<file path="config.mk">
export PLATFORM = sky130hd
export DESIGN_NAME = rx_line_select
export DESIGN_NICKNAME = d
export VERILOG_FILES = /design/src/rtl/rxsel_pkg.sv /design/src/rtl/rxsel_bit_timer.sv /design/src/rtl/rxsel_diag.sv /design/src/rtl/rx_line_select.sv
export SDC_FILE = /design/constraint.sdc
export NUM_CORES = 1
export LEC_CHECK = 0
export BUFFER_PORTS_ARGS = -buffer_cell sky130_fd_sc_hd__buf_4
export CORE_UTILIZATION = 55
export DETAILED_ROUTE_END_ITERATION = 16
export PLACE_DENSITY = 0.76
export SETUP_SLACK_MARGIN = 0.2
export SLEW_MARGIN = 20
export SYNTH_ARGS = -nofsm -noshare
export SYNTH_HDL_FRONTEND = slang
export SYNTH_SLANG_ARGS = --single-unit
export TNS_END_PERCENT = 5
</file>
<file path="constraint.sdc">
create_clock -name clk -period 3.89 [get_ports clk]
set_clock_uncertainty 0.2 [all_clocks]
set_input_delay 0.778 -clock clk [delete_from_list [all_inputs] [get_ports clk]]
set_output_delay 0.778 -clock clk [all_outputs]
set_load 0.01 [all_outputs]
</file>
<file path="src/rtl/rxsel_pkg.sv">
package rxsel_pkg;

    localparam int LINES = 3;

    typedef enum logic [1:0] {
        S_FORCED = 2'd0,
        S_PULSED = 2'd1,
        S_HOLD   = 2'd2,
        S_IDLE   = 2'd3
    } sel_state_e;

endpackage

</file>
<file path="src/rtl/rxsel_bit_timer.sv">
module rxsel_bit_timer #(
    parameter int BIT_CYCLES = 16
) (
    input  logic clk,
    input  logic rst_n,
    output logic tick
);
    localparam int CW = $clog2(BIT_CYCLES + 1);
    localparam logic [CW-1:0] LAST = CW'(BIT_CYCLES - 1);

    logic [CW-1:0] cnt_q;

    always_ff @(posedge clk or negedge rst_n) begin
        if (!rst_n)             cnt_q <= '0;
        else if (cnt_q == LAST) cnt_q <= '0;
        else                    cnt_q <= cnt_q + 1'b1;
    end

    assign tick = (cnt_q == LAST);

    AST_TICK_SPACED: assert property (@(posedge clk) disable iff (!rst_n)
        tick |=> !tick);
endmodule

</file>
<file path="src/rtl/rxsel_diag.sv">
module rxsel_diag #(
    parameter int ERR_W      = 4,
    parameter int ERR_LIMIT  = 8,
    parameter int STUCK_BITS = 16,
    parameter int IDLE_BITS  = 8
) (
    input  logic       clk,
    input  logic       rst_n,
    input  logic       tick,
    input  logic       freeze,
    input  logic [2:0] rx,
    output logic [2:0] fault,
    output logic [1:0] best_idx,
    output logic       bus_idle
);
    localparam logic [ERR_W-1:0] ERR_MAX = {ERR_W{1'b1}};
    localparam logic [ERR_W-1:0] ERR_LIM = ERR_W'(ERR_LIMIT);
    localparam int SW  = $clog2(STUCK_BITS + 1);
    localparam int IW  = $clog2(IDLE_BITS + 1);
    localparam int SCW = ERR_W + 1;
    localparam logic [SW-1:0] QUIET_TOP = SW'(STUCK_BITS);
    localparam logic [IW-1:0] IDLE_TOP  = IW'(IDLE_BITS);

    logic [2:0]       prev_q;
    logic [2:0]       disagree, stuck;
    logic [ERR_W-1:0] err_q   [0:2];
    logic [SW-1:0]    quiet_q [0:2];
    logic [SCW-1:0]   score   [0:2];

    always_ff @(posedge clk or negedge rst_n) begin
        if (!rst_n) prev_q <= '1;
        else        prev_q <= rx;
    end

    for (genvar g = 0; g < 3; g++) begin : g_line
        localparam int A = (g + 1) % 3;
        localparam int B = (g + 2) % 3;

        assign disagree[g] = (rx[A] == rx[B]) && (rx[g] != rx[A]);

        always_ff @(posedge clk or negedge rst_n) begin
            if (!rst_n) begin
                err_q[g] <= '0;
            end else if (tick && !freeze) begin
                if (disagree[g]) begin
                    if (err_q[g] != ERR_MAX) err_q[g] <= err_q[g] + 1'b1;
                end else if (err_q[g] != '0) begin
                    err_q[g] <= err_q[g] - 1'b1;
                end
            end
        end

        always_ff @(posedge clk or negedge rst_n) begin
            if (!rst_n) begin
                quiet_q[g] <= '0;
            end else if (!freeze) begin
                if (rx[g] != prev_q[g])                    quiet_q[g] <= '0;
                else if (tick && quiet_q[g] != QUIET_TOP)  quiet_q[g] <= quiet_q[g] + 1'b1;
            end
        end

        assign stuck[g] = (quiet_q[g] == QUIET_TOP) &&
                          ((quiet_q[A] != QUIET_TOP) || (quiet_q[B] != QUIET_TOP));
        assign fault[g] = stuck[g] || (err_q[g] >= ERR_LIM);
        assign score[g] = stuck[g] ? {SCW{1'b1}} : {1'b0, err_q[g]};

        AST_ERR_NO_WRAP: assert property (@(posedge clk) disable iff (!rst_n)
            (err_q[g] == ERR_MAX) |=> (err_q[g] >= ERR_MAX - 1'b1));
        AST_FREEZE_HOLDS: assert property (@(posedge clk) disable iff (!rst_n)
            freeze |=> ($stable(err_q[g]) && $stable(quiet_q[g])));
    end

    logic [SCW-1:0] min01;
    always_comb begin
        if (score[1] < score[0]) begin
            best_idx = 2'd1;
            min01    = score[1];
        end else begin
            best_idx = 2'd0;
            min01    = score[0];
        end
        if (score[2] < min01) best_idx = 2'd2;
    end

    logic          majority;
    logic [IW-1:0] idle_q;

    assign majority = (rx[0] & rx[1]) | (rx[0] & rx[2]) | (rx[1] & rx[2]);

    always_ff @(posedge clk or negedge rst_n) begin
        if (!rst_n)                           idle_q <= '0;
        else if (!majority)                   idle_q <= '0;
        else if (tick && idle_q != IDLE_TOP)  idle_q <= idle_q + 1'b1;
    end

    assign bus_idle = (idle_q == IDLE_TOP);
endmodule

</file>
<file path="src/rtl/rx_line_select.sv">
module rx_line_select
    import rxsel_pkg::*;
#(
    parameter int BIT_CYCLES = 16,
    parameter int ERR_W      = 4,
    parameter int ERR_LIMIT  = 8,
    parameter int STUCK_BITS = 16,
    parameter int IDLE_BITS  = 8
) (
    input  logic       clk,
    input  logic       rst_n,
    input  logic [2:0] rx_in,
    input  logic       auto_en,
    input  logic [1:0] force_sel,
    input  logic       pulsed_en,
    output logic       rx_out,
    output logic [1:0] sel_idx,
    output logic [2:0] fault
);
    logic       tick, bus_idle;
    logic [1:0] best_idx;

    rxsel_bit_timer #(.BIT_CYCLES(BIT_CYCLES)) u_timer (
        .clk(clk), .rst_n(rst_n), .tick(tick)
    );

    rxsel_diag #(
        .ERR_W(ERR_W), .ERR_LIMIT(ERR_LIMIT),
        .STUCK_BITS(STUCK_BITS), .IDLE_BITS(IDLE_BITS)
    ) u_diag (
        .clk(clk), .rst_n(rst_n), .tick(tick), .freeze(pulsed_en),
        .rx(rx_in), .fault(fault), .best_idx(best_idx), .bus_idle(bus_idle)
    );

    sel_state_e state_q, state_nxt;
    logic [1:0] sel_q, sel_nxt;

    always_comb begin
        if (pulsed_en)     state_nxt = S_PULSED;
        else if (!auto_en) state_nxt = S_FORCED;
        else if (bus_idle) state_nxt = S_IDLE;
        else               state_nxt = S_HOLD;
    end

    always_ff @(posedge clk or negedge rst_n) begin
        if (!rst_n) state_q <= S_FORCED;
        else        state_q <= state_nxt;
    end

    always_comb begin
        unique case (state_nxt)
            S_PULSED: sel_nxt = 2'd0;
            S_FORCED: sel_nxt = (force_sel == 2'd3) ? 2'd0 : force_sel;
            S_IDLE:   sel_nxt = best_idx;
            S_HOLD:   sel_nxt = sel_q;
            default:  sel_nxt = 2'd0;
        endcase
    end

    always_ff @(posedge clk or negedge rst_n) begin
        if (!rst_n) sel_q <= 2'd0;
        else        sel_q <= sel_nxt;
    end

    assign sel_idx = sel_q;
    assign rx_out  = rx_in[sel_q];

    AST_SEL_LEGAL: assert property (@(posedge clk) disable iff (!rst_n)
        sel_q != 2'd3);
    AST_FORCED_FOLLOW: assert property (@(posedge clk) disable iff (!rst_n)
        (!pulsed_en && !auto_en && force_sel != 2'd3) |=> (sel_idx == $past(force_sel)));
    AST_PULSED_ZERO: assert property (@(posedge clk) disable iff (!rst_n)
        pulsed_en |=> (sel_idx == 2'd0));
    AST_BUSY_HOLD: assert property (@(posedge clk) disable iff (!rst_n)
        (auto_en && !pulsed_en && !bus_idle) |=> $stable(sel_idx));
    AST_AUTO_FOLLOWS_STATE: assert property (@(posedge clk) disable iff (!rst_n)
        (state_q == S_PULSED) |-> (sel_idx == 2'd0));
endmodule

</file>
==> metrics.txt <==
RSZ-0062 raised after global routing true; Crit. End Element flop; CTS clk-pin slew, worst paths 0.09 ns; Mapped Nets 312; Leakage 1.427 nW; # nets final 339; setup slack, reg-to-reg 0.06 ns; Starting Density 0.5732; ys flop type dfrtp_1; Slew Limit Fails 0; CTS tree done; Filler cells 399; IO Port Bufs 14; Mapped Avg Cell Area 9.946 um2; Remaining Overflow, GRT 0; Pwr Density 570.3 nW/um2; Iter 0 DRT Violations 95; sequential share of the synthesized area 0.3779; period utilization 0.9847; post-placement cell count ~360; Die Width between 70 and 80 um; Max Clk Rate 261.1 MHz; Remaining DRCs 0; H-tree levels 2; P&R area growth vs syn 16.39%; Worst VDD drop 0.3589 mV; post-route cell area 3172 um2; Via density 5.640; slowest cell on the critical path dfrtp_1; Post-synth EDFFs 0; # IOs 15; Final Setup Violations 0; Power Total 1.809 mW; CTS Buf Count 5; DR vias 2,081; vias in the first global route 2,115; routability cong. 0.8145; Worst setup SP type flop; maxcap violations 0; Max-slew headroom 0.6264; CP peak stage delay 0.41 ns; multi-input logic area 1710 um2; Ys Warns 0; dpl cell area about 3000 um2; area leader, netlist dfrtp_1; die boundary height 72.39 um; PnR worst setup slack 0.05957 ns; first-pass GRT wire length 9749 um; status finished, final reports clean; row count 25; Post-DP HPWL 3999 um; Slew @ Worst Pin ~0.56 ns; Total GRT Usage 0.2420; Worst Path Class, Setup flop to flop; CP dominant cell by count ha_4; R2R cell count 17; ANT nets after route 0; Yosys top cell area share 0.3489; Core ar. ~4800 um2; CP Data Required Time 3.87 ns; clock sinks 41; CTS max path bufs 2; Avg WL per Cell 15.10 um; DRT Pass-1 Iters 4; clk_lat worst skew 0.30 ns; die area between 5000 and 6000 um2; post-synthesis sequential element count 41; Synth area leaders dfrtp_1 (35%), ha_1 (12%), nor2_1 (4.3%); post-synth design cell area approximately 2700 um2; fraction of layout cells with a size suffix above 1 0.2285; worst-path cell chain inv_1, ha_1, and4bb_4, a21boi_4, buf_4, or2_4, ha_4, and4_4, o21ai_2, o21a_4, mux2_4, ha_4, a211oi_2, nor2_2, nor4_2, o21ai_1, a31o_1; worst slack, placed -0.07496 ns; Hold Violations, Final 0; worst path arrival time 3.81 ns; Storage cell area 1030 um2; drt total wl 5572 um; root buf cell clkbuf_8; Hold Path Class input pin to async pin; post-route insts no fill 369; Yosys cell types 53; RR Endpoint sel_idx[0]$_DFFE_PN0P_; share of synthesized registers carrying an async set or reset 1.000; Syn Inst Count 274; largest net degree at the start of global routing 42; Antenna Cells 0; crit path max fanout 4; worst r2r src u_diag.quiet_q[1]$_DFFE_PN0P_; minimum clock period between 3 and 4 ns; initial antenna violation count 0
## final cells by class
class,instances,share of cell area
Tap cell,67,0.02643
Clock inverter,2,0.01105
Timing Repair Buffer,24,0.05680
Clock buffer,6,0.02288
Sequential cell,41,0.3247
Inverter,16,0.01893
Multi-Input combinational cell,213,0.5393
## worst max path at each step
stage,start,endpoint,slack [ns],cells past startpoint
final,u_diag.quiet_q[1]$_DFFE_PN0P_,sel_idx[0]$_DFFE_PN0P_,0.06,17
after global routing,u_diag.quiet_q[1]$_DFFE_PN0P_,sel_idx[1]$_DFFE_PN0P_,-0.09,17
after detailed placement,u_diag.quiet_q[5]$_DFFE_PN0P_,sel_idx[0]$_DFFE_PN0P_,-0.07,18
after CTS,u_diag.quiet_q[1]$_DFFE_PN0P_,sel_idx[0]$_DFFE_PN0P_,0.07,17
after global placement,u_diag.quiet_q[5]$_DFFE_PN0P_,sel_idx[0]$_DFFE_PN0P_,0.08,18
after floorplan,u_diag.quiet_q[5]$_DFFE_PN0P_,sel_idx[0]$_DFFE_PN0P_,0.21,18
## through the flow
step / hold WS (ns) / setup TNS (ns) / util
after floorplan: 0.2329 / 0 / -
after global placement: 0.2540 / 0 / 0.6268
after detailed placement: 0.2609 / -0.1202 / 0.6268
after CTS: 0.2684 / 0 / 0.6592
after global routing: 0.2915 / -0.1696 / 0.6671
final: 0.2474 / 0 / 0.6671
## per-layer routing
layer  vias up  global-route usage  part of all wire
met2        30              0.3936              0.47
met1       999              0.3179              0.48
li1       1039                   -                 -
met3        13             0.04028             0.021
met5         -                   0                 0
met4         0              0.1068             0.026
## worst max-delay path, delay by kind of cell, from the launching register on
kind                       cells  cell delay, ns
and+or+nand+nor                5            1.03
AOI/OAI and AO/OA              6            0.92
adders and majority gates      3            0.62
DFF                            1            0.41
muxes                          1            0.31
buffers and inverters          2            0.23
## state kept, by name, summed over array words and instances, names as in the netlist
signal          flops
u_diag.idle_q       4
u_timer.cnt_q       5
u_diag.prev_q       3
u_diag.err_q       12
u_diag.quiet_q     15
sel_idx             2
## repair_timing
action / CTS / global route
setup buffers: 3 / 2
hold buffers: 0 / 0
resized for setup: 5 / 6
gates cloned: 0 / 0
setup endpoints to repair: 2 / 2
pin swaps: 2 / 0
## Yosys cell counts, drive strengths merged, types with 3 or more instances
| cell type | n |
|---|---|
| nand4 | 7 |
| xnor2 | 12 |
| fa | 3 |
| mux2 | 7 |
| inv | 16 |
| dfrtp | 38 |
| nor2 | 32 |
| nor2b | 4 |
| o211ai | 3 |
| or2 | 8 |
| o31ai | 4 |
| and4 | 3 |
| nor3 | 3 |
| dfstp | 3 |
| nor4 | 3 |
| nand3 | 6 |
| a211oi | 4 |
| nand2 | 14 |
| mux2i | 3 |
| and4bb | 3 |
| xor2 | 12 |
| a21oi | 13 |
| a21o | 4 |
| ha | 26 |
| o21ai | 12 |
## cell families (layout without fill, tap and decap cells)
| family | Yosys count | in the layout | share of synthesized area |
|---|---|---|---|
| compound gates | 53 | 53 | 0.1364 |
| xor+xnor | 24 | 24 | 0.07713 |
| fa+ha+maj | 29 | 29 | 0.1414 |
| buf+inv | 20 | 48 | 0.02847 |
| flops | 41 | 41 | 0.3779 |
| mux | 10 | 10 | 0.04270 |
| simple gates | 97 | 97 | 0.1961 |
## where the power goes
| group | internal [mW] | switching, mW |
|---|---|---|
| Sequential | 0.488 | 0.107 |
| Combinational | 0.457 | 0.416 |
| Clock | 0.191 | 0.150 |
## layout by cell type (no fill, tap or decap), types with 4 or more instances in the layout
master | synthesis | routed
a21o_1 | 4 | 4
a21oi_1 | 13 | 10
buf_4 | 0 | 24
clkbuf_8 | 0 | 5
dfrtp_1 | 38 | 38
ha_1 | 26 | 24
inv_1 | 16 | 16
nand2_1 | 14 | 14
nand3_1 | 6 | 6
nand4_1 | 7 | 7
nor2_1 | 31 | 29
nor2b_1 | 4 | 4
o21ai_0 | 12 | 8
or2_2 | 8 | 7
xnor2_1 | 12 | 12
xor2_1 | 12 | 12
(Power assumes the default switching activity.)
